===== src/rtl/intc_pkg.sv =====
package intc_pkg;
    parameter int NUM_SRC  = 32;
    parameter int PRIO_W   = 4;
    parameter int ADDR_W   = 10;
    parameter int DATA_W   = 32;
    parameter int NUM_BANK = 2;

    localparam int SRC_IDX_W = $clog2(NUM_SRC);

    typedef logic [NUM_SRC-1:0]   src_vec_t;
    typedef logic [PRIO_W-1:0]    prio_t;
    typedef prio_t [NUM_SRC-1:0]  prio_tbl_t;
    typedef logic [SRC_IDX_W-1:0] src_idx_t;

    // Register offsets inside one bank window.
    typedef enum logic [7:0] {
        REG_MASKED  = 8'h00,
        REG_RAW     = 8'h04,
        REG_EN_SET  = 8'h08,
        REG_EN_CLR  = 8'h0C,
        REG_CURRENT = 8'h20,
        REG_ACK     = 8'h28,
        REG_THRESH  = 8'h2C
    } bank_reg_e;

    // Offsets inside the shared select window.
    localparam logic [7:0] SH_POLARITY = 8'h00;
    localparam logic [7:0] SH_STICKY   = 8'h04;

    localparam prio_t PRIO_ACCEPT_ALL = '1;

    // Decoded per-bank register actions.
    typedef struct packed {
        logic set_we;
        logic clr_we;
        logic thr_we;
        logic ack_rd;
    } bank_ctl_t;

    function automatic logic prio_admitted(prio_t p, prio_t limit);
        return p <= limit;
    endfunction
endpackage


===== src/rtl/intc_shared.sv =====
module intc_shared
    import intc_pkg::*;
(
    input  logic              clk,
    input  logic              rst,
    input  logic              pol_we,
    input  logic              sticky_we,
    input  logic              prio_we,
    input  src_idx_t          prio_idx,
    input  logic [DATA_W-1:0] wdata,
    input  src_vec_t          src_i,
    output src_vec_t          cond,
    output src_vec_t          pol_q,
    output src_vec_t          sticky_q,
    output prio_tbl_t         prio_q
);
    always_ff @(posedge clk) begin
        if (rst) begin
            pol_q    <= '0;
            sticky_q <= '0;
        end else begin
            if (pol_we)    pol_q    <= wdata[NUM_SRC-1:0];
            if (sticky_we) sticky_q <= wdata[NUM_SRC-1:0];
        end
    end

    // One priority register per line.
    for (genvar i = 0; i < NUM_SRC; i++) begin : g_prio
        always_ff @(posedge clk) begin
            if (rst)                                    prio_q[i] <= '0;
            else if (prio_we && prio_idx == src_idx_t'(i)) prio_q[i] <= wdata[PRIO_W-1:0];
        end
    end

    // A set polarity bit passes the line through; a clear bit inverts it.
    assign cond = ~(src_i ^ pol_q);

    p_prio_write_r9: assert property (@(posedge clk) disable iff (rst)
        prio_we |=> prio_q[$past(prio_idx)] == $past(wdata[PRIO_W-1:0]));
endmodule


===== src/rtl/intc_pick.sv =====
module intc_pick
    import intc_pkg::*;
(
    input  src_vec_t  qual,
    input  prio_tbl_t prio,
    output logic      found,
    output src_idx_t  idx
);
    prio_t best;

    // A strict "less than" keeps the lowest line number on equal priority.
    always_comb begin
        found = 1'b0;
        best  = '1;
        idx   = '0;
        for (int i = 0; i < NUM_SRC; i++) begin
            if (qual[i] && (!found || prio[i] < best)) begin
                found = 1'b1;
                best  = prio[i];
                idx   = src_idx_t'(i);
            end
        end
    end
endmodule


===== src/rtl/intc_bank.sv =====
module intc_bank
    import intc_pkg::*;
(
    input  logic              clk,
    input  logic              rst,
    input  bank_ctl_t         ctl,
    input  logic [DATA_W-1:0] wdata,
    input  src_vec_t          cond,
    input  src_vec_t          sticky,
    input  prio_tbl_t         prio,
    output src_vec_t          en_q,
    output prio_t             thr_q,
    output src_vec_t          masked,
    output src_idx_t          cur,
    output logic              req
);
    src_vec_t latch_q;
    src_vec_t pend;
    src_vec_t elig;

    always_ff @(posedge clk) begin
        if (rst) begin
            en_q    <= '0;
            thr_q   <= PRIO_ACCEPT_ALL;
            latch_q <= '0;
        end else begin
            if (ctl.set_we)      en_q <= en_q | wdata[NUM_SRC-1:0];
            else if (ctl.clr_we) en_q <= en_q & ~wdata[NUM_SRC-1:0];
            if (ctl.thr_we)      thr_q <= wdata[PRIO_W-1:0];
            latch_q <= ctl.ack_rd ? '0 : (latch_q | (cond & sticky));
        end
    end

    for (genvar i = 0; i < NUM_SRC; i++) begin : g_elig
        assign elig[i] = prio_admitted(prio[i], thr_q);
    end

    assign pend   = (latch_q & sticky) | cond;
    assign masked = pend & en_q & elig;

    intc_pick u_pick (
        .qual  (masked),
        .prio  (prio),
        .found (req),
        .idx   (cur)
    );

    p_en_set_r2: assert property (@(posedge clk) disable iff (rst)
        ctl.set_we |=> (en_q & $past(wdata[NUM_SRC-1:0])) == $past(wdata[NUM_SRC-1:0]));
    p_en_clr_r2: assert property (@(posedge clk) disable iff (rst)
        (ctl.clr_we && !ctl.set_we) |=> (en_q & $past(wdata[NUM_SRC-1:0])) == '0);
    p_ack_release_r5: assert property (@(posedge clk) disable iff (rst)
        ctl.ack_rd |=> latch_q == '0);
    p_cur_qualifies_r7: assert property (@(posedge clk) disable iff (rst)
        req |-> masked[cur]);
    p_idle_zero_r7: assert property (@(posedge clk) disable iff (rst)
        !req |-> cur == '0);
    p_cur_threshold_r8: assert property (@(posedge clk) disable iff (rst)
        req |-> prio[cur] <= thr_q);
endmodule


===== src/rtl/intc_dual.sv =====
module intc_dual
    import intc_pkg::*;
(
    input  logic              clk,
    input  logic              rst,
    input  logic [ADDR_W-1:0] addr,
    input  logic [DATA_W-1:0] wdata,
    input  logic              wr_en,
    input  logic              rd_en,
    output logic [DATA_W-1:0] rdata,
    input  logic [NUM_SRC-1:0] src_i,
    output logic              irq_o,
    output logic              fiq_o
);
    logic [7:0] ofs;
    logic       in_shared;
    logic       bank_sel;
    logic       prio_hit;
    src_idx_t   prio_idx;
    logic       pol_we, sticky_we, prio_we;

    bank_ctl_t  ctl     [NUM_BANK];
    src_vec_t   en_q    [NUM_BANK];
    prio_t      thr_q   [NUM_BANK];
    src_vec_t   masked  [NUM_BANK];
    src_idx_t   cur     [NUM_BANK];
    logic       req     [NUM_BANK];

    src_vec_t   cond, pol_q, sticky_q;
    prio_tbl_t  prio_q;

    assign ofs       = addr[7:0];
    assign in_shared = addr[9];
    assign bank_sel  = addr[8];
    assign prio_idx  = addr[2 +: SRC_IDX_W];
    assign prio_hit  = in_shared && bank_sel && (int'(addr[7:2]) < NUM_SRC) && (addr[1:0] == 2'b00);
    assign pol_we    = wr_en && in_shared && !bank_sel && ofs == SH_POLARITY;
    assign sticky_we = wr_en && in_shared && !bank_sel && ofs == SH_STICKY;
    assign prio_we   = wr_en && prio_hit;

    always_comb begin
        for (int b = 0; b < NUM_BANK; b++) begin
            ctl[b].set_we = wr_en && !in_shared && (bank_sel == 1'(b)) && ofs == REG_EN_SET;
            ctl[b].clr_we = wr_en && !in_shared && (bank_sel == 1'(b)) && ofs == REG_EN_CLR;
            ctl[b].thr_we = wr_en && !in_shared && (bank_sel == 1'(b)) && ofs == REG_THRESH;
            ctl[b].ack_rd = rd_en && !in_shared && (bank_sel == 1'(b)) && ofs == REG_ACK;
        end
    end

    intc_shared u_shared (
        .clk       (clk),
        .rst       (rst),
        .pol_we    (pol_we),
        .sticky_we (sticky_we),
        .prio_we   (prio_we),
        .prio_idx  (prio_idx),
        .wdata     (wdata),
        .src_i     (src_i),
        .cond      (cond),
        .pol_q     (pol_q),
        .sticky_q  (sticky_q),
        .prio_q    (prio_q)
    );

    for (genvar g = 0; g < NUM_BANK; g++) begin : g_bank
        intc_bank u_bank (
            .clk    (clk),
            .rst    (rst),
            .ctl    (ctl[g]),
            .wdata  (wdata),
            .cond   (cond),
            .sticky (sticky_q),
            .prio   (prio_q),
            .en_q   (en_q[g]),
            .thr_q  (thr_q[g]),
            .masked (masked[g]),
            .cur    (cur[g]),
            .req    (req[g])
        );
    end

    always_comb begin
        rdata = '0;
        if (!in_shared) begin
            case (ofs)
                REG_MASKED:  rdata = DATA_W'(masked[bank_sel]);
                REG_RAW:     rdata = DATA_W'(cond);
                REG_EN_SET:  rdata = DATA_W'(en_q[bank_sel]);
                REG_CURRENT: rdata = DATA_W'(cur[bank_sel]);
                REG_THRESH:  rdata = DATA_W'(thr_q[bank_sel]);
                default:     rdata = '0;
            endcase
        end else if (!bank_sel) begin
            if (ofs == SH_POLARITY)    rdata = DATA_W'(pol_q);
            else if (ofs == SH_STICKY) rdata = DATA_W'(sticky_q);
        end else if (prio_hit) begin
            rdata = DATA_W'(prio_q[prio_idx]);
        end
    end

    assign irq_o = req[0];
    assign fiq_o = req[1];
endmodule


===== config.mk =====
export PLATFORM = sky130hd
export DESIGN_NAME = intc_dual
export DESIGN_NICKNAME = d
export VERILOG_FILES = /design/src/rtl/intc_pkg.sv /design/src/rtl/intc_shared.sv /design/src/rtl/intc_pick.sv /design/src/rtl/intc_bank.sv /design/src/rtl/intc_dual.sv
export SDC_FILE = /design/constraint.sdc
export NUM_CORES = 2
export LEC_CHECK = 0
export ABC_AREA = 1
export ABC_CLOCK_PERIOD_IN_PS = 46900
export BUFFER_PORTS_ARGS = -buffer_cell sky130_fd_sc_hd__buf_2
export CAP_MARGIN = 30
export CORE_MARGIN = 8
export CORE_UTILIZATION = 40
export DETAILED_ROUTE_END_ITERATION = 16
export PLACE_DENSITY_LB_ADDON = 0.15
export SLEW_MARGIN = 0
export SYNTH_ARGS = -nofsm -noshare
export SYNTH_HDL_FRONTEND = slang
export SYNTH_SLANG_ARGS = --single-unit

===== constraint.sdc =====
create_clock -name clk -period 46.9 [get_ports clk]
set_input_delay 7.035 -clock clk [delete_from_list [all_inputs] [get_ports clk]]
set_output_delay 7.035 -clock clk [all_outputs]
set_load 0.05 [all_outputs]

==> results.md <==
* Syn_nets at 5,648
* DRT Pass-1 Iters at 6
* Clock Skews at 18.7 ps
* Clock Sinks at 328
* EDFF count, synth at 0
* Die Ht at 303 µm
* Hold Fails Final Rpt at 0
* Number of setup violations in the final report at 0
* Avg WL per Cell at 19.1 µm
* Row count at 105
* Post-synthesis simple-gate area fraction at 0.350
* Core ar. at 81,700 µm²
* Die area at 91,600 µm²
* Fin. max-slew vios at 0
* Final Cell Area at 36,500 µm²
* Slowest stage cell on the critical path: ha_1
* Pin count of the biggest net entering global routing at 128
* DRC Markers at 0
* Worst Hold End: g_bank[0].u_bank.latch_q[10]$_SDFF_PP0_
* Reg2reg start: g_bank[0].u_bank.thr_q[0]$_SDFFE_PP1P_
* Drt via density at 5.43
* Tmin final at 43,940 ps
* Initial Util at 0.402
* Die X at 303 µm
* Longest Clk Path Bufs at 3
* Vias at 35,052
* HP Start: g_bank[0].u_bank.latch_q[10]$_SDFF_PP0_
* Setup crit start kind: primary input
* GRT overflow at 0
* Worst-path fanout max at 10
* Worst reg-to-reg path cell count at 3
* CP max stage delay at 340 ps
* Most common cell in the netlist: nand2_1
* Outcome: complete, no violations
* PortBufs at 111
* Placed Area at 34,600 µm²
* Drt total wl at 123,000 µm
* Num CTS Buffers at 41
* Fin worst setup slack at 2960 ps
* Core Util, Final at 0.447
* Post-synthesis mux area share at 0
* CP required at 39,870 ps
* DP HPWL at 93,000 µm
* FF-to-FF setup slack at 45,340 ps
* Leading area contributor after synthesis: dfxtp_1
* Post-synthesis sequential area ratio at 0.200
* Io pins at 112
* Gr usage total at 0.261
* Yosys reg bits at 328
* R2r endpoint: g_bank[0].u_bank.thr_q[0]$_SDFFE_PP1P_
* Synth Area in Compound Gates at 0.215
* Largest family of logic cells by synthesized area: simple AND/OR/NAND/NOR gates
* Synth cell types at 53
* Asr flop ratio synth at 0
* Worst slack at placement at -17.3 ps
* GPL Wtd Cong at 0.912
* First-pass GRT wire length at 189,000 µm
* Worst-Skew Late Latency at 600 ps
* Number of max-cap violations at 0
* Commonest cells post-synth: nand2_1 (1,128), inv_1 (623), nand3_1 (545)
* Area contributors post-synth: dfxtp_1 (20%), nand2_1 (13%), ha_1 (12%)
* Vias in the first global route at 32,354
* Xor and xnor area share after synthesis at 0.00107
* Worst vdd ir at 0.0232 mV
* Post-route ant nets at 0
* Root buffer cell: clkbuf_16
* Initial drt markers at 2,609
* Syn Std Cell Area at 32,900 µm²
* Max H-tree Level at 2
* Clock transition at path regs at 60 ps
* Setup TNS at 0 ps
* Critical path class: primary input to primary output
* Pleak at 18.4 nW
* Achievable Freq at 22.8 MHz
* Synthesis Warnings at 0
* Power per cell area at 17.4 nW/µm²
* Worst-Margin Slew at 1050 ps
* Layout area overhead at 11.1%
* Arr. time, crit path at 36,900 ps
* CP endpoint kind: primary output
* Cell count after synthesis at 5,244
* Avg Cell Area, Syn at 6.27 µm²
* Fraction of layout cells with a size suffix above 1 at 0.152
* Initial antenna violation count at 8
* Hold path cells at 2
* Most frequent cell on the critical path: nand2_1
* Post-synth top area share at 0.200
* Synth Flop Type: dfxtp_1
* Post-synthesis adder-cell area fraction at 0.124
* Max_slew headroom at 0.297
* Worst hold path type: register to register
* Layout Nets at 5,755
* CTS tree: yes
* Final period util at 0.937
## where the power goes
part | internal (mW) | switching [mW] | total, mW
Clock | 0.182 | 0.135 | 0.317
Sequential | 0.279 | 0.000255 | 0.279
Combinational | 0.00957 | 0.0292 | 0.0388
Total | 0.470 | 0.165 | 0.635
## layout make-up
cell class | instances | area, µm²
Tap cell | 1070 | 1340
Antenna cell | 2 | 5.00
Timing Repair Buffer | 211 | 1380
Clock buffer | 62 | 1240
Inverter | 733 | 2810
Sequential cell | 328 | 6570
Multi-Input combinational cell | 4036 | 23100
Clock inverter | 9 | 63.8
Fill cell | 8874 | 45200
## cells by family after synthesis
| kind of cell | count (synthesis) |
|---|---|
| AO/OA/AOI/OAI | 1283 |
| XOR/XNOR | 4 |
| adder cells (fa/ha/maj) | 326 |
| buffers and inverters | 881 |
| flip-flops | 328 |
| AND/OR/NAND/NOR | 2422 |
## routing by layer
layer,up-vias,track usage,wire length [µm]
met5,-,0,27
met4,4,0.0743,3470
met3,182,0.0374,8370
met2,1042,0.421,53700
met1,16065,0.359,57300
li1,17759,-,-
## per-stage QoR
| stage | cells | power [mW] | hold slack, ps |
|---|---|---|---|
| after floorplan | 5244 | 0.306 | 426 |
| after global placement | 6350 | 0.323 | 435 |
| after detailed placement | 6352 | 0.323 | 440 |
| after CTS | 6423 | 0.641 | 448 |
| after global routing | 6449 | 0.654 | 466 |
| final | 6451 | 0.635 | 447 |
## placed cells by master, fill, tap and decap left out, types with 7 or more instances in the layout
cell type	count
a22o_1	21
nor2_1	307
or2_2	30
buf_4	101
inv_2	82
a21oi_1	491
nand2_4	76
nor2_2	11
o311ai_0	9
clkinv_1	24
buf_2	104
o21ai_2	40
o21ai_0	485
clkbuf_16	43
o32ai_1	7
a211oi_1	11
nand3_2	10
nand2_2	243
o22ai_1	34
nand3_1	545
a22oi_1	24
o211ai_1	47
nand4_1	35
ha_1	325
o221ai_1	14
nand2_8	28
nor3_1	12
o21ai_1	23
nand2_1	1117
o21bai_1	56
clkbuf_1	10
clkbuf_8	9
inv_1	619
dfxtp_1	326
## critical path: cells and delay by family
family	cells	cell delay [ps]
fa+ha+maj	31	9300
buf+inv	58	3220
compound gates	59	5770
simple gates	137	11600
## repair_timing
action,4_1_cts,5_1_grt
pin swaps,0,47
gates cloned,0,1
setup endpoints to repair,5,5
gates resized for setup,1,145
hold buffers,0,0
hold endpoints to repair,0,0
setup buffers,0,25
## worst max path at each step
stage | from | to | slack [ps] | depth (start not counted)
final | src_i[0] | rdata[0] | 2960 | 285
after global routing | src_i[0] | rdata[2] | -90 | 286
after CTS | src_i[0] | rdata[0] | 60 | 263
after detailed placement | src_i[0] | rdata[0] | -20 | 259
after global placement | src_i[0] | rdata[4] | 520 | 256
after floorplan | src_i[0] | rdata[4] | 4590 | 254
Power figures use the tool's default switching activity.
